$ cat src/rtl/cmdseq_pkg.sv
package cmdseq_pkg;
  localparam int SLOT_BYTES = 8;
  localparam int OFF_W      = 20;
  localparam int BE_W       = 4;
  localparam int DATA_W     = 32;

  localparam logic [7:0] OP_NOP     = 8'h00;
  localparam logic [7:0] OP_WRITE   = 8'h01;
  localparam logic [7:0] OP_INDEXED = 8'h09;
  localparam logic [7:0] OP_VBLANK  = 8'h0A;

  // One 64-bit command slot, most significant field first.
  typedef struct packed {
    logic [7:0]        op;
    logic [BE_W-1:0]   be;
    logic [OFF_W-1:0]  off;
    logic [DATA_W-1:0] lo;
  } slot_t;

  typedef struct packed {
    logic [OFF_W-1:0]  off;
    logic [BE_W-1:0]   be;
    logic [DATA_W-1:0] data;
  } wreq_t;

  typedef enum logic [3:0] {
    ST_IDLE,
    ST_HOLD,
    ST_CFETCH,
    ST_CRSP,
    ST_DFETCH,
    ST_DRSP,
    ST_WRITE,
    ST_VWAIT,
    ST_NEXT
  } seq_state_t;

  typedef enum logic [1:0] {
    WM_IDLE,
    WM_PEND,
    WM_ACK
  } wm_state_t;
endpackage

$ cat src/rtl/cmdseq_ptrchk.sv
module cmdseq_ptrchk #(
  parameter int ADDR_W     = 16,
  parameter int LINE_BYTES = 64
) (
  input  logic [ADDR_W-1:0] head,
  input  logic [ADDR_W-1:0] tail,
  output logic              ok,
  output logic              empty
);
  localparam int LINE_LSB = $clog2(LINE_BYTES);

  logic aligned;

  generate
    if (LINE_LSB == 0) begin : g_no_align
      assign aligned = 1'b1;
    end else begin : g_align
      assign aligned = (head[LINE_LSB-1:0] == '0) && (tail[LINE_LSB-1:0] == '0);
    end
  endgenerate

  assign ok    = aligned && (head <= tail);
  assign empty = (head == tail);
endmodule

$ cat src/rtl/cmdseq_decode.sv
module cmdseq_decode
  import cmdseq_pkg::*;
#(
  parameter int CNT_W = 16
) (
  input  slot_t             slot,
  output logic              is_write,
  output logic              is_indexed,
  output logic              is_vwait,
  output wreq_t             req,
  output logic [CNT_W-1:0]  count
);
  assign is_write   = (slot.op == OP_WRITE);
  assign is_indexed = (slot.op == OP_INDEXED);
  assign is_vwait   = (slot.op == OP_VBLANK);

  always_comb begin
    req.off  = slot.off;
    req.be   = slot.be;
    req.data = slot.lo;
  end

  assign count = CNT_W'(slot.lo);
endmodule

$ cat src/rtl/cmdseq_edge.sv
module cmdseq_edge (
  input  logic clk,
  input  logic rst_n,
  input  logic level,
  output logic rise
);
  logic level_q;

  always_ff @(posedge clk or negedge rst_n) begin
    if (!rst_n) level_q <= 1'b0;
    else        level_q <= level;
  end

  assign rise = level & ~level_q;
endmodule

$ cat src/rtl/cmdseq_wrmaster.sv
module cmdseq_wrmaster
  import cmdseq_pkg::*;
(
  input  logic              clk,
  input  logic              rst_n,
  input  logic              load,
  input  wreq_t             req_in,
  input  logic              nonposted,
  output logic              wr_valid,
  input  logic              wr_ready,
  output logic [OFF_W-1:0]  wr_offset,
  output logic [BE_W-1:0]   wr_be,
  output logic [DATA_W-1:0] wr_data,
  input  logic              wr_ack,
  output logic              done
);
  wm_state_t st_q;
  wreq_t     hold_q;

  always_ff @(posedge clk or negedge rst_n) begin
    if (!rst_n) begin
      st_q   <= WM_IDLE;
      hold_q <= '0;
    end else if (load) begin
      st_q   <= WM_PEND;
      hold_q <= req_in;
    end else begin
      case (st_q)
        WM_PEND: if (wr_ready) st_q <= nonposted ? WM_ACK : WM_IDLE;
        WM_ACK:  if (wr_ack)   st_q <= WM_IDLE;
        default: st_q <= WM_IDLE;
      endcase
    end
  end

  assign wr_valid  = (st_q == WM_PEND);
  assign wr_offset = hold_q.off;
  assign wr_be     = hold_q.be;
  assign wr_data   = hold_q.data;
  assign done      = ((st_q == WM_PEND) && wr_ready && !nonposted) ||
                     ((st_q == WM_ACK) && wr_ack);
endmodule

$ cat src/rtl/cmdseq_top.sv
module cmdseq_top
  import cmdseq_pkg::*;
#(
  parameter int ADDR_W     = 16,
  parameter int LINE_BYTES = 64,
  parameter int CNT_W      = 16
) (
  input  logic              clk,
  input  logic              rst_n,
  input  logic              cfg_enable,
  input  logic [ADDR_W-1:0] cfg_head,
  input  logic [ADDR_W-1:0] cfg_tail,
  input  logic              cfg_tail_wr,
  input  logic              cfg_vbl_start,
  input  logic              cfg_nonposted,
  output logic              busy,
  output logic              error,
  output logic              mem_req_valid,
  input  logic              mem_req_ready,
  output logic [ADDR_W-1:0] mem_req_addr,
  input  logic              mem_rsp_valid,
  input  logic [63:0]       mem_rsp_data,
  output logic              wr_valid,
  input  logic              wr_ready,
  output logic [19:0]       wr_offset,
  output logic [3:0]        wr_be,
  output logic [31:0]       wr_data,
  input  logic              wr_ack,
  input  logic              vblank
);
  localparam logic [ADDR_W-1:0] STEP = ADDR_W'(SLOT_BYTES);
  localparam logic [CNT_W-1:0]  ONE  = CNT_W'(1);

  seq_state_t        st_q;
  logic [ADDR_W-1:0] ptr_q, tail_q;
  logic [CNT_W-1:0]  rem_q;
  logic              burst_q, sel_q, np_q, err_q;
  logic [31:0]       hi_q;
  logic [19:0]       boff_q;
  logic [3:0]        bbe_q;

  logic              chk_ok, chk_empty, vbl_rise, start, at_tail;
  logic              dec_write, dec_indexed, dec_vwait;
  wreq_t             dec_req, wm_req;
  logic [CNT_W-1:0]  dec_count;
  logic              wm_load, wm_done;
  slot_t             rsp_slot;

  assign rsp_slot = slot_t'(mem_rsp_data);

  cmdseq_ptrchk #(.ADDR_W(ADDR_W), .LINE_BYTES(LINE_BYTES)) u_chk (
    .head (cfg_head),
    .tail (cfg_tail),
    .ok   (chk_ok),
    .empty(chk_empty)
  );

  cmdseq_decode #(.CNT_W(CNT_W)) u_dec (
    .slot      (rsp_slot),
    .is_write  (dec_write),
    .is_indexed(dec_indexed),
    .is_vwait  (dec_vwait),
    .req       (dec_req),
    .count     (dec_count)
  );

  cmdseq_edge u_vbl (
    .clk  (clk),
    .rst_n(rst_n),
    .level(vblank),
    .rise (vbl_rise)
  );

  cmdseq_wrmaster u_wm (
    .clk      (clk),
    .rst_n    (rst_n),
    .load     (wm_load),
    .req_in   (wm_req),
    .nonposted(np_q),
    .wr_valid (wr_valid),
    .wr_ready (wr_ready),
    .wr_offset(wr_offset),
    .wr_be    (wr_be),
    .wr_data  (wr_data),
    .wr_ack   (wr_ack),
    .done     (wm_done)
  );

  assign start   = cfg_tail_wr && cfg_enable && (st_q == ST_IDLE);
  assign at_tail = (ptr_q == tail_q);

  // Selects the write handed to the write master and when it is loaded.
  always_comb begin
    wm_load = 1'b0;
    wm_req  = dec_req;
    case (st_q)
      ST_CRSP: begin
        if (mem_rsp_valid && dec_write) wm_load = 1'b1;
      end
      ST_DRSP: begin
        if (mem_rsp_valid) begin
          wm_load      = 1'b1;
          wm_req.off   = boff_q;
          wm_req.be    = bbe_q;
          wm_req.data  = rsp_slot.lo;
        end
      end
      ST_WRITE: begin
        if (wm_done && burst_q && (rem_q != ONE) && !sel_q) begin
          wm_load      = 1'b1;
          wm_req.off   = boff_q;
          wm_req.be    = bbe_q;
          wm_req.data  = hi_q;
        end
      end
      default: ;
    endcase
  end

  always_ff @(posedge clk or negedge rst_n) begin
    if (!rst_n) begin
      st_q    <= ST_IDLE;
      ptr_q   <= '0;
      tail_q  <= '0;
      rem_q   <= '0;
      burst_q <= 1'b0;
      sel_q   <= 1'b0;
      np_q    <= 1'b0;
      err_q   <= 1'b0;
      hi_q    <= '0;
      boff_q  <= '0;
      bbe_q   <= '0;
    end else begin
      case (st_q)
        ST_IDLE: begin
          if (start) begin
            if (!chk_ok) begin
              err_q <= 1'b1;
            end else begin
              err_q <= 1'b0;
              if (!chk_empty) begin
                ptr_q  <= cfg_head;
                tail_q <= cfg_tail;
                np_q   <= cfg_nonposted;
                st_q   <= cfg_vbl_start ? ST_HOLD : ST_CFETCH;
              end
            end
          end
        end
        ST_HOLD: begin
          if (vbl_rise) st_q <= ST_CFETCH;
        end
        ST_CFETCH: begin
          if (mem_req_ready) st_q <= ST_CRSP;
        end
        ST_CRSP: begin
          if (mem_rsp_valid) begin
            ptr_q   <= ptr_q + STEP;
            burst_q <= 1'b0;
            if (dec_write) begin
              st_q <= ST_WRITE;
            end else if (dec_indexed) begin
              boff_q <= rsp_slot.off;
              bbe_q  <= rsp_slot.be;
              rem_q  <= dec_count;
              if (dec_count == '0) begin
                st_q <= ST_NEXT;
              end else begin
                burst_q <= 1'b1;
                st_q    <= ST_DFETCH;
              end
            end else if (dec_vwait) begin
              st_q <= ST_VWAIT;
            end else begin
              st_q <= ST_NEXT;
            end
          end
        end
        ST_DFETCH: begin
          if (at_tail) begin
            burst_q <= 1'b0;
            st_q    <= ST_IDLE;
          end else if (mem_req_ready) begin
            st_q <= ST_DRSP;
          end
        end
        ST_DRSP: begin
          if (mem_rsp_valid) begin
            ptr_q <= ptr_q + STEP;
            hi_q  <= mem_rsp_data[63:32];
            sel_q <= 1'b0;
            st_q  <= ST_WRITE;
          end
        end
        ST_WRITE: begin
          if (wm_done) begin
            if (!burst_q) begin
              st_q <= ST_NEXT;
            end else if (rem_q == ONE) begin
              burst_q <= 1'b0;
              st_q    <= ST_NEXT;
            end else begin
              rem_q <= rem_q - ONE;
              if (!sel_q) sel_q <= 1'b1;
              else        st_q  <= ST_DFETCH;
            end
          end
        end
        ST_VWAIT: begin
          if (vbl_rise) st_q <= ST_NEXT;
        end
        ST_NEXT: begin
          st_q <= at_tail ? ST_IDLE : ST_CFETCH;
        end
        default: st_q <= ST_IDLE;
      endcase
    end
  end

  assign mem_req_valid = (st_q == ST_CFETCH) || ((st_q == ST_DFETCH) && !at_tail);
  assign mem_req_addr  = ptr_q;
  assign busy          = (st_q != ST_IDLE);
  assign error         = err_q;
endmodule

$ cat config.mk
export PLATFORM = sky130hd
export DESIGN_NAME = cmdseq_top
export DESIGN_NICKNAME = d
export VERILOG_FILES = /design/src/rtl/cmdseq_pkg.sv /design/src/rtl/cmdseq_ptrchk.sv /design/src/rtl/cmdseq_decode.sv /design/src/rtl/cmdseq_edge.sv /design/src/rtl/cmdseq_wrmaster.sv /design/src/rtl/cmdseq_top.sv
export SDC_FILE = /design/constraint.sdc
export NUM_CORES = 1
export LEC_CHECK = 0
export BUFFER_PORTS_ARGS = -buffer_cell sky130_fd_sc_hd__buf_2
export CAP_MARGIN = 5
export CORE_ASPECT_RATIO = 0.75
export CORE_MARGIN = 4
export CORE_UTILIZATION = 55
export DETAILED_ROUTE_END_ITERATION = 12
export PLACE_DENSITY = 0.91
export RECOVER_POWER = 100
export SETUP_SLACK_MARGIN = 0.15
export SLEW_MARGIN = 30
export SYNTH_ARGS = -nofsm -noshare
export SYNTH_HDL_FRONTEND = slang
export SYNTH_SLANG_ARGS = --single-unit
$ cat constraint.sdc
create_clock -name clk -period 2.9 [get_ports clk]
set_clock_uncertainty 0.05 [all_clocks]
set_input_delay 0.29 -clock clk [delete_from_list [all_inputs] [get_ports clk]]
set_output_delay 0.29 -clock clk [all_outputs]
set_load 0.05 [all_outputs]
## Word level (Yosys, flattened, before mapping)

Index checks and enable logic that the tools add are counted.

- Add/subtract/negate cells: 2
- Magnitude comparators: 1
- Equality and inequality tests: 36
- Muxes and demuxes: 60
- Bitwise logic cells: 4
- Reductions and logical operators: 37

Operator list:

| operator | count |
|---|---|
| 2-to-1 mux 16 bit | 10 |
| 2-to-1 mux 56 bit | 2 |
| case mux 56 bit (2 select lines) | 1 |
| 2-to-1 mux 4 bit | 18 |
| case mux 16 bit (2 select lines) | 2 |
| case mux 4 bit (9 select lines) | 1 |
| equality test 16 bit | 2 |
| inequality test 2 bit (second input constant) | 12 |
| adder 16 x 4 -> 16 bit (second input constant) | 1 |
| equality test 16 x 1 -> 1 bit (second input constant) | 1 |
| equality test 4 x 3 -> 1 bit (second input constant) | 4 |
| equality test 8 x 4 -> 1 bit (second input constant) | 2 |
| <= comparator 16 bit | 1 |
| logical NOT 16 bit | 1 |
| 2-to-1 mux 1 bit | 16 |
| inequality test 16 x 1 -> 1 bit (second input constant) | 1 |
| subtractor 16 x 1 -> 16 bit (second input constant) | 1 |
| logical AND 1 bit | 12 |
| logical NOT 6 bit | 2 |
| 2-to-1 mux 2 bit | 6 |
| AND reduction 4 bit | 3 |
| AND reduction 11 bit | 1 |
| AND reduction 5 bit | 2 |
| equality test 4 x 2 -> 1 bit (second input constant) | 2 |
| 24 further kinds | 36 |

- Bits in registers: 171
- Word-level logic and storage cells: 156

## Logic depth before layout (Yosys ltp)

Gate-level depths: netlist (run 1).

- Depth after elaboration: 11
- Depth in mapped cells: 10

## Modules after synthesis

A second synthesis (run 1) with hierarchy kept.

- Cells, all modules: 1039
- Area, all modules: 10007.1 um^2

Modules (own cells, without submodules):

| module | instances | cells each | area an instance (um^2) | sequential area each (um^2) |
|---|---|---|---|---|
| cmdseq_top | 1 | 766 | 6670.1 | 2802.7 |
| cmdseq_wrmaster | 1 | 129 | 2259.7 | 1451.4 |
| cmdseq_decode | 1 | 78 | 590.6 | 0.0 |
| cmdseq_ptrchk | 1 | 64 | 447.9 | 0.0 |
| cmdseq_edge | 1 | 2 | 38.8 | 25.0 |

## Worst setup path after synthesis (run 1)

Ideal clock, no wire load.

- Path type: flip-flop to flip-flop
- Start: reg st_q[0]
- End: reg ptr_q[4] (netlist: mem_req_addr[4])
- Arrival time: 2.341 ns
- Required time: 2.725 ns
- Slack: 0.384 ns
- Cell stages (with the launch flop): 8
- Path buffers: 2
- Period minus slack after synthesis: 2.516 ns
- Path through: dfrtp_1 -> buf_2 -> nor4_1 -> inv_1 -> clkbuf_1 -> nand2_1 -> o21ai_0 -> mux2_2

- Cells in the longest elaborated chain, start to end: 4

Ends and longest elaborated chain:

| item | line | source |
|---|---|---|
| start, declared | cmdseq_top.sv:34 | `seq_state_t st_q;` |
| start signal, assigned | cmdseq_top.sv:145 | `st_q <= cfg_vbl_start ? ST_HOLD : ST_CFETCH;` |
| start signal, assigned | cmdseq_top.sv:213 | `st_q <= at_tail ? ST_IDLE : ST_CFETCH;` |
| equality test 4 x 3 -> 1 bit, or another cell as far along | cmdseq_top.sv:134 | `case (st_q)` |
| OR reduction 2 bit (no source line) or logical AND 1 bit (tied branches) | - |  |
| inequality test 2 x 1 -> 1 bit (no source line), or another cell as far along | - |  |
| AND reduction 5 bit (no source line) | - |  |
| end signal, assigned | cmdseq_top.sv:142 | `ptr_q <= cfg_head;` |
| end signal, assigned | cmdseq_top.sv:158 | `ptr_q <= ptr_q + STEP;` |
| end signal, assigned | cmdseq_top.sv:189 | `ptr_q <= ptr_q + STEP;` |
| end, declared | cmdseq_top.sv:35 | `logic [ADDR_W-1:0] ptr_q, tail_q;` |

Parallel ways exist; a longest one is shown, timed or not.
A chain may end at the register's enable or synchronous reset.

## Final worst setup path (run 1)

- Start: reg st_q[1]
- End: reg boff_q[16]

- Cells in the longest elaborated chain, start to end: 2

Ends and longest elaborated chain:

| item | line | source |
|---|---|---|
| equality test 4 x 2 -> 1 bit | cmdseq_top.sv:134 |  |
| AND reduction 4 bit (no source line) | - |  |
| end signal, assigned | cmdseq_top.sv:163 | `boff_q <= rsp_slot.off;` |
| end, declared | cmdseq_top.sv:39 | `logic [19:0] boff_q;` |

No other way between the ends.

==> results.py, run 1 <==
metrics = {
    "die": {
        "start_util_pct": 56.8,
        "die_width_microns": 154,
        "io_pins": 183,
        "dieArea_sq_mm": 0.0180,
        "coreArea_sq_mm": 0.0154,
        "die_h_microns": 117,
        "row_count": 39,
    },
    "final_layout": {
        "nNetsFinal": 1159,
        "postLayoutCellArea_sq_mm": 0.0105,
        "nFillCells": 1163,
        "syn2layout_area_growth_pct": 19.7,
        "drive_above_1_share_pct": 22.0,
        "stdcell_count": 1252,
    },
    "synth": {
        "yosysTopAreaCell": "dfrtp_1",
        "synthesis.area_sq_mm": 0.00876,
        "yosys_warnings": 0,
        "syn_nets": 972,
        "synth_cells": 846,
        "synth_top_cell_area_share_pct": 48.8,
        "ys_ff_latch": 171,
        "seq_area_frac_synth_pct": 48.8,
        "synth_ff_type": "dfrtp_1",
        "async_flop_share_pct": 100,
        "synth_common_cells": "dfrtp_1, o21ai_0, nand2_1",
        "synth.avg_cell_area_sq_um": 10.4,
        "synth-edff-count": 0,
        "synth.area.top_cells": "dfrtp_1, mux2_2, mux2i_1",
        "yosysMostFrequentCell": "dfrtp_1",
        "synth.distinct_cells": 70,
    },
    "timing": {
        "fin_crit_ns": 2.72,
        "slew_headroom_pct": -27.4,
        "hold_violations": 0,
        "rsz0062_at_grt": "false",
        "hold_ws_ns": 0.0279,
        "max_freq_mhz": 368,
        "setup_tns_ns": 0,
        "post-route-period-util_pct": 93.8,
        "drv_slew": 87,
        "setup_viol": 0,
        "worst_slew_pin_slew_ns": 1.91,
    },
    "cts": {
        "path_clk_slew_ns": 0.07,
        "cts-root-buf": "clkbuf_16",
        "clockBufferDepth": 2,
        "h-tree-depth": 4,
        "cts_tree": "yes",
        "cts.sinks": 171,
        "numCtsBuffers": 17,
        "clock_latency_ns": 0.43,
    },
    "global_routing": {
        "first_global_vias": 7553,
        "use_met2_pct": 41.1,
        "antenna_found_initial": 2,
        "grt-busiest-layer": "met2",
        "grt_max_degree": 172,
        "use_met3_pct": 6.22,
        "grt_pass1_wl_mm": 38.9,
        "use_met1_pct": 35.7,
        "grt_overflow": 0,
        "grt_util_all_layers_pct": 26.6,
    },
    "worst_setup_path": {
        "cp.depth": 5,
        "reg2reg_depth": 5,
        "critical_path.max_stage_delay_ns": 0.58,
        "crit_fanout": 10,
        "cp_slowest_cell": "clkbuf_1",
        "critPathCaptureType": "register",
        "start_kind": "register",
        "worstPathCellList": "and4bb_2 > nand3_1 > nor3_1 > clkbuf_1 > mux2_1",
        "cp_num_buf_inv": 1,
        "worstPathRequired_ns": 3.15,
        "crit_family": "simple AND/OR/NAND/NOR gates",
        "crit_arrival_ns": 2.97,
        "crit_type": "reg2reg",
    },
    "detailed_routing": {
        "drc": 0,
        "drt-total-wl_mm": 24.8,
        "wl_per_cell_microns": 19.8,
        "ant_nets": 0,
        "drtIter0Drc": 839,
        "via_count": 7668,
        "drt-pass1-iter-count": 5,
        "viasPerCell": 6.12,
    },
    "outcome": {
        "outcome": "finished with violations",
        "violations": "max-capacitance violations, max-slew violations",
    },
    "placement": {
        "place_hpwl_mm": 17.2,
        "io_buffers": 182,
        "gp_congestion": 0.962,
        "placed_area_sq_mm": 0.00993,
        "placedCellCount": 1211,
    },
    "power_and_ir_drop": {
        "vdd_drop_max_v": 0.000439,
        "total_power_w": 0.00669,
        "leakagePower_nw": 5.07,
        "power_density_mw_per_mm2": 638,
    },
    "flow_run": {
        "cap_viol_max_count": 1,
    },
    "min_path": {
        "hold_path_class": "in2reg",
        "hold_path_depth": 3,
    },
}
## kinds of logic after synthesis
group	count (synthesis)	synth area share, %
and+or+nand+nor	251	14.4
muxes	116	14.1
xor gates and xnor gates	19	1.90
AOI/OAI and AO/OA	196	14.0
buffers and inverters	74	4.01
DFF	171	48.8
adders and majority gates	19	2.71
## power breakdown
group	total [W]	internal (W)	switching [W]	leakage, nW
logic	0.00153	0.000509	0.00102	2.41
registers	0.00267	0.00250	0.000165	2.35
clock network	0.00249	0.00147	0.00103	0.301
total	0.00669	0.00448	0.00221	5.07
## final timing paths
kind | startpoint | endpoint | slack (ns)
min reg2reg | hi_q[20]$_DFFE_PN0P_ | u_wm.wr_data[20]$_DFFE_PN0P_ | 0.43
min in group asynchronous | rst_n | u_wm.wr_data[30]$_DFFE_PN0P_ | 0.98
max | st_q[1]$_DFFE_PN0P_ | boff_q[16]$_DFFE_PN0P_ | 0.18
max reg2reg | st_q[1]$_DFFE_PN0P_ | boff_q[16]$_DFFE_PN0P_ | 0.18
min | cfg_nonposted | np_q$_DFFE_PN0P_ | 0.03
max in group asynchronous | rst_n | u_wm.wr_offset[17]$_DFFE_PN0P_ | 0.59
## layer usage
metal / up-vias / part of all wire [%] / routed length (microns)
met5: - / 0 / 0
met4: 0 / 3.8 / 935
met3: 103 / 8.3 / 2060
met2: 440 / 47 / 11600
met1: 3674 / 41 / 10200
li1: 3451 / - / -
## worst reg2reg max path, cell delays in order (launching register included)
cell      delay, ns
dfrtp_1        0.54
and4bb_2       0.34
nand3_1        0.13
nor3_1         0.55
clkbuf_1       0.58
mux2_1         0.40
## final cells by class
type	count	area [sq um]	area share, %
clock buffers	18	429	4.09
diodes	2	5.00	0.0477
repair buffers	217	1110	10.6
inverters	25	93.8	0.895
well taps	205	256	2.45
multi-input cells	601	4100	39.1
clock inverters	13	205	1.96
flip-flops and latches	171	4280	40.8
## cells in the final DEF (no fill, tap or decap), drive strengths merged, types with 3 or more instances in the layout
master      n
a21oi      34
a32oi       3
ha         19
a221oi      4
or4         4
nor3       21
dfrtp     171
o21a        3
o21ai     101
nand4       9
o31ai       3
xor2       17
mux2i      58
nor4       21
bufinv      4
and2       10
a31oi       8
buf       129
a41oi       3
nand3      41
clkinvlp    3
nand2      70
o211ai      5
o211a       3
nor2b       7
nand2b      7
inv        31
nor2       42
a21o        4
a22oi       3
and3        7
mux2       58
clkbuf    104
## state kept, by name, summed over array words and instances (netlist names), 2 cells and up
name	cells
u_wm.wr_data	32
tail_q	16
bbe_q	4
boff_q	20
st_q	4
rem_q	16
u_wm.st_q	2
hi_q	32
mem_req_addr	16
u_wm.wr_offset	20
u_wm.wr_be	4
## what timing repair did
item / in CTS / in global routing
pin swaps: 0 / 1
hold buffers: 1 / 1
setup buffers: 0 / 4
endpoints found under the setup margin: 1 / 48
resized for setup: 0 / 4
endpoints found under the hold margin: 1 / 86
## stage by stage
| stage | utilization, % | setup slack (ns) |
|---|---|---|
| 2_1_floorplan | - | 0.384 |
| 3_3_place_gp | 64.4 | 0.287 |
| 5_1_grt | 68.0 | 0.0945 |
| 6_report | 68.0 | 0.180 |
| 4_1_cts | 68.6 | 0.145 |
| 3_5_place_dp | 64.4 | 0.167 |
Power figures use the tool's default switching activity.
==> run 2: changes to the inputs <==
Settings changed: CORE_UTILIZATION 55 to 57, PLACE_DENSITY 0.91 to 0.92, SYNTH_HIERARCHICAL set to 1.
Clock period 2.9 ns to 3 ns, I/O delays scaled along.
==> results.py, run 2 <==
metrics = {
    "synth": {
        "yosys_warnings": 6,
        "yosysMostFrequentCell": "nand2_1",
        "seq_area_frac_synth_pct": 42.8,
        "synth.distinct_cells": 73,
        "synth_top_cell_area_share_pct": 42.8,
        "yosysTopAreaCell": "dfrtp_1",
        "synth.area.top_cells": "dfrtp_1, nand2_1, buf_4",
        "synthesis.area_sq_mm": 0.0100,
        "synth_common_cells": "nand2_1, dfrtp_1, buf_4",
        "syn_nets": 1165,
        "synth.avg_cell_area_sq_um": 9.63,
        "synth_ff_type": "dfrtp_1",
        "async_flop_share_pct": 100,
        "synth-edff-count": 0,
        "synth_cells": 1039,
        "ys_ff_latch": 171,
    },
    "cts": {
        "clock_latency_ns": 0.43,
        "path_clk_slew_ns": 0.07,
        "cts.sinks": 171,
        "cts_setup_buffers": 0,
        "clockBufferDepth": 2,
        "cts-resized-gates": 0,
        "cts_tree": "yes",
        "numCtsBuffers": 17,
        "h-tree-depth": 4,
        "hold_buffers": 2,
        "cts-root-buf": "clkbuf_16",
    },
    "outcome": {
        "outcome": "completed",
    },
    "power_and_ir_drop": {
        "intPower_w": 0.00549,
        "p_seq_share_pct": 34.7,
        "swShare_pct": 47.3,
        "power_density_mw_per_mm2": 945,
        "combPwrFrac_pct": 43.4,
        "total_power_w": 0.0104,
        "p_clk_share_pct": 21.9,
        "vdd_drop_max_v": 0.000483,
        "switchingPower_w": 0.00492,
        "leakagePower_nw": 5.64,
    },
    "worst_setup_path": {
        "crit_family": "simple AND/OR/NAND/NOR gates",
        "crit_type": "reg2reg",
        "cp_num_buf_inv": 2,
        "reg2reg_from": "st_q[0]$_DFFE_PN0P_",
        "critical_path.max_stage_delay_ns": 0.63,
        "start_kind": "register",
        "startpoint": "st_q[0]$_DFFE_PN0P_",
        "crit_fanout": 32,
        "cp_slowest_cell": "dfrtp_1",
        "critPathCaptureType": "register",
        "crit_arrival_ns": 3.04,
        "worstPathCellList": "inv_1 > nor3_4 > nor2b_1 > and2_0 > buf_4 > a221o_1 > mux2_1",
        "worstPathRequired_ns": 3.25,
    },
    "detailed_routing": {
        "via_count": 8313,
        "ant_nets": 0,
        "wl_per_cell_microns": 19.6,
        "drc": 0,
        "drt-total-wl_mm": 27.0,
        "viasPerCell": 6.02,
        "drtIter0Drc": 938,
        "drt-pass1-iter-count": 5,
    },
    "die": {
        "io_pins": 183,
        "dieArea_sq_mm": 0.0198,
        "coreArea_sq_mm": 0.0170,
        "die_width_microns": 161,
        "start_util_pct": 58.8,
        "row_count": 41,
        "die_h_microns": 123,
    },
    "timing": {
        "drv_slew": 0,
        "max_freq_mhz": 358,
        "fin_crit_ns": 2.80,
        "setup_viol": 0,
        "setup_tns_ns": 0,
        "slew_headroom_pct": 26.2,
        "hold_ws_ns": 0.0321,
        "rsz0062_at_grt": "false",
        "post-route-period-util_pct": 93.2,
        "hold_violations": 0,
        "worst_slew_pin_slew_ns": 1.11,
    },
    "final_layout": {
        "postLayoutCellArea_sq_mm": 0.0110,
        "layout_common_cells": "nand2_1, dfrtp_1, buf_2, clkbuf_1, inv_1",
        "diodes": 0,
        "nNetsFinal": 1259,
        "final_common_cell": "nand2_1",
        "drive_above_1_share_pct": 19.4,
        "nFillCells": 1427,
        "syn2layout_area_growth_pct": 10.0,
    },
    "global_routing": {
        "first_global_vias": 7985,
        "grt_overflow": 0,
        "grt_pass1_wl_mm": 42.5,
        "grt_util_all_layers_pct": 27.1,
        "antenna_found_initial": 0,
        "grt_max_degree": 168,
    },
    "flow_run": {
        "cap_viol_max_count": 0,
    },
    "placement": {
        "io_buffers": 182,
        "place_hpwl_mm": 18.8,
        "placed_area_sq_mm": 0.0106,
        "gp_congestion": 1.00,
    },
    "min_path": {
        "min_from": "cfg_nonposted",
        "hold_path_class": "in2reg",
    },
}
==> run 2: cell count changes in the layout (fill, tap and decap cells not counted), moves of 7 or more <==
cell	delta
nand3_1	-30
mux2i_1	-31
o21ai_0	-75
a221o_1	+32
mux2_1	+34
mux2_2	-16
inv_1	+29
a21oi_1	+8
nand2_1	+154
and3_1	+29
nor3_1	-7
nor2_1	-24
o22ai_1	+9
o2bb2ai_1	+10
==> run 2: final cells by class <==
cell class	instances	area [sq um]	area share, %
timing repair buffer	209	1050	9.51
tap	236	295	2.68
clock inverter	15	183	1.66
inverter	55	206	1.87
multi-input combinational	679	4570	41.5
sequential	171	4280	38.9
clock buffer	17	425	3.86
==> run 2: cells by family after synthesis <==
kind of cell               share of synthesized area (%)
xor gates and xnor gates                            1.49
buffers and inverters                               11.0
muxes                                               12.3
and+or+nand+nor                                     18.0
adders and majority gates                           2.38
DFF                                                 42.8
AOI/OAI and AO/OA                                   12.1
==> run 2: metal layers <==
layer  global-route usage [%]  wire, microns
met1                     38.3          11400
met2                     41.6          12400
met3                     6.55           2600
met4                     8.79            636
met5                        0              0
==> run 2: path summary, 6_finish.rpt <==
path | slack, ns | cells past startpoint | end
setup / recovery | 0.20 | 7 | u_wm/wr_data[28]$_DFFE_PN0P_
hold / removal | 0.03 | 2 | np_q$_DFFE_PN0P_
setup reg to reg | 0.20 | 7 | u_wm/wr_data[28]$_DFFE_PN0P_
hold reg to reg | 0.42 | 2 | boff_q[0]$_DFFE_PN0P_
max in group asynchronous | 0.75 | 4 | boff_q[1]$_DFFE_PN0P_
min in group asynchronous | 0.24 | 2 | tail_q[2]$_DFFE_PN0P_
==> run 2: power by group through the flow <==
stage / clock network [W] / logic (W) / registers [W]
after floorplan: 0 / 0.00206 / 0.00505
after global placement: 0 / 0.00460 / 0.00359
after detailed placement: 0 / 0.00470 / 0.00361
after CTS: 0.00230 / 0.00473 / 0.00359
after global routing: 0.00240 / 0.00479 / 0.00369
final: 0.00228 / 0.00451 / 0.00362
==> run 2: stage by stage <==
stage	util, %	setup WS (ns)	std cells
floorplan	-	0.499	1039
global placement	62.1	0.198	1347
detailed placement	62.1	0.0576	1347
CTS	65.7	0.313	1381
global route	64.6	0.105	1382
finish	64.6	0.205	1382
==> run 3: changes to the inputs <==
Settings changed: HOLD_SLACK_MARGIN set to 0.06.
==> results.py, run 3 (synthesized netlist as in run 2, its figures left out) <==
metrics = {
    "power_and_ir_drop": {
        "swShare_pct": 47.3,
        "power_density_mw_per_mm2": 931,
        "leakagePower_nw": 5.73,
        "switchingPower_w": 0.00494,
        "combPwrFrac_pct": 43.5,
        "intPower_w": 0.00551,
        "p_seq_share_pct": 34.6,
        "vdd_drop_max_v": 0.000485,
        "p_clk_share_pct": 21.9,
    },
    "min_path": {
        "min_from": "mem_rsp_data[49]",
        "hold_path_depth": 3,
        "hold-path-endpoint": "boff_q[17]$_DFFE_PN0P_",
        "hold_path_class": "in2reg",
    },
    "final_layout": {
        "nFillCells": 1395,
        "drive_above_1_share_pct": 18.9,
        "nNetsFinal": 1280,
        "final_common_cell": "nand2_1",
        "layout_common_cells": "nand2_1, dfrtp_1, buf_2, clkbuf_1, inv_1",
        "diodes": 0,
        "syn2layout_area_growth_pct": 12.1,
    },
    "cts": {
        "cts_setup_buffers": 0,
        "cts_tree": "yes",
        "numCtsBuffers": 17,
        "path_clk_slew_ns": 0.08,
        "cts-root-buf": "clkbuf_16",
        "clockBufferDepth": 2,
        "cts-resized-gates": 0,
        "hold_buffers": 22,
        "clock_latency_ns": 0.43,
        "h-tree-depth": 4,
        "cts.sinks": 171,
    },
    "worst_setup_path": {
        "reg2reg_depth": 7,
        "start_kind": "register",
        "critPathCaptureType": "register",
        "reg2reg_from": "st_q[0]$_DFFE_PN0P_",
        "regToRegSetupSlack_ns": 0.18,
        "crit_fanout": 32,
        "crit_type": "reg2reg",
        "reg2reg_to": "u_wm/wr_data[28]$_DFFE_PN0P_",
        "worstPathRequired_ns": 3.25,
        "crit_arrival_ns": 3.07,
    },
    "timing": {
        "hold_violations": 0,
        "max_freq_mhz": 355,
        "setup_viol": 0,
        "setup_tns_ns": 0,
        "worst_slew_pin_slew_ns": 1.10,
        "slew_headroom_pct": 26.5,
        "setup_ws_ns": 0.179,
        "post-route-period-util_pct": 94.0,
        "fin_crit_ns": 2.82,
        "rsz0062_at_grt": "false",
        "drv_slew": 0,
    },
    "placement": {
        "place_ws_ns": 0.0576,
        "io_buffers": 182,
        "gp_congestion": 1.00,
        "place_hpwl_mm": 18.8,
    },
    "die": {
        "row_count": 41,
        "die_width_microns": 161,
        "start_util_pct": 58.8,
        "io_pins": 183,
        "dieArea_sq_mm": 0.0198,
        "die_h_microns": 123,
        "coreArea_sq_mm": 0.0170,
    },
    "global_routing": {
        "grt-busiest-layer": "met2",
        "use_met2_pct": 43.4,
        "antenna_found_initial": 0,
        "first_global_vias": 8130,
        "use_met3_pct": 6.24,
        "use_met1_pct": 39.0,
        "grt_pass1_wl_mm": 43.6,
        "grt_util_all_layers_pct": 27.7,
        "grt_max_degree": 168,
        "grt_overflow": 0,
    },
    "detailed_routing": {
        "drc": 0,
        "viasPerCell": 5.99,
        "ant_nets": 0,
        "drtIter0Drc": 881,
        "drt-pass1-iter-count": 7,
        "wl_per_cell_microns": 19.6,
        "drt-total-wl_mm": 27.5,
        "via_count": 8406,
    },
    "outcome": {
        "outcome": "completed",
    },
    "flow_run": {
        "cap_viol_max_count": 0,
    },
}
run 3: cell count changes in the layout (fill, tap and decap cells not counted), sizes merged:
cell and change:
buf +1, clkbuf -1, dlygate4sd3 +21
run 3: how the worst max path moves through the flow:
stage	startpoint	end	cells after the start
detailed placement	cfg_tail[14]	st_q[1]$_DFFE_PN0P_	12
finish	st_q[0]$_DFFE_PN0P_	u_wm/wr_data[28]$_DFFE_PN0P_	7
CTS	mem_req_addr[7]$_DFFE_PN0P_	mem_req_valid	6
global route	st_q[0]$_DFFE_PN0P_	u_wm/wr_data[28]$_DFFE_PN0P_	7
floorplan	st_q[3]$_DFFE_PN0P_	u_wm/wr_be[0]$_DFFE_PN0P_	12
global placement	cfg_tail[3]	st_q[1]$_DFFE_PN0P_	13
run 3: worst max-delay path, stage by stage (launching register included):
cell and delay (ns):
dfrtp_1 0.64, inv_1 0.28, nor3_4 0.39, nor2b_1 0.16, and2_0 0.19, buf_4 0.25, a221o_1 0.40, mux2_1 0.33
run 3: final cells by class:
cell class,instances,area [sq um],share of cell area (%)
timing repair buffer,230,1260,11.2
multi-input combinational,679,4570,40.7
clock inverter,15,183,1.63
inverter,55,206,1.84
tap,236,295,2.63
clock buffer,17,425,3.79
sequential,171,4280,38.1
run 3: metal layers:
layer  routed length (microns)  part of all wire (%)  vias to the layer above
met5                         0                     0                        -
li1                          -                     -                     3787
met2                     12900                    47                      456
met1                     11700                    43                     4106
met3                      2330                   8.4                       57
met4                       573                   2.1                        0
run 3: power by group through the flow:
| stage | Clock (W) | Combinational [W] | Sequential [W] |
|---|---|---|---|
| after global placement | 0 | 0.00460 | 0.00359 |
| after CTS | 0.00230 | 0.00475 | 0.00359 |
| after global routing | 0.00240 | 0.00482 | 0.00370 |
| after floorplan | 0 | 0.00206 | 0.00505 |
| final | 0.00229 | 0.00454 | 0.00362 |
| after detailed placement | 0 | 0.00470 | 0.00361 |
run 3: metrics by stage:
stage	hold slack, ns	util, %	power, W	instance area, sq um	instances
6_report	0.0642	65.9	0.0104	11200	1403
3_3_place_gp	0.0382	62.1	0.00819	10600	1347
2_1_floorplan	-0.0456	-	0.00712	10000	1039
4_1_cts	0.0607	66.9	0.0106	11400	1401
5_1_grt	0.0628	65.9	0.0109	11200	1403
3_5_place_dp	0.0411	62.1	0.00831	10600	1347
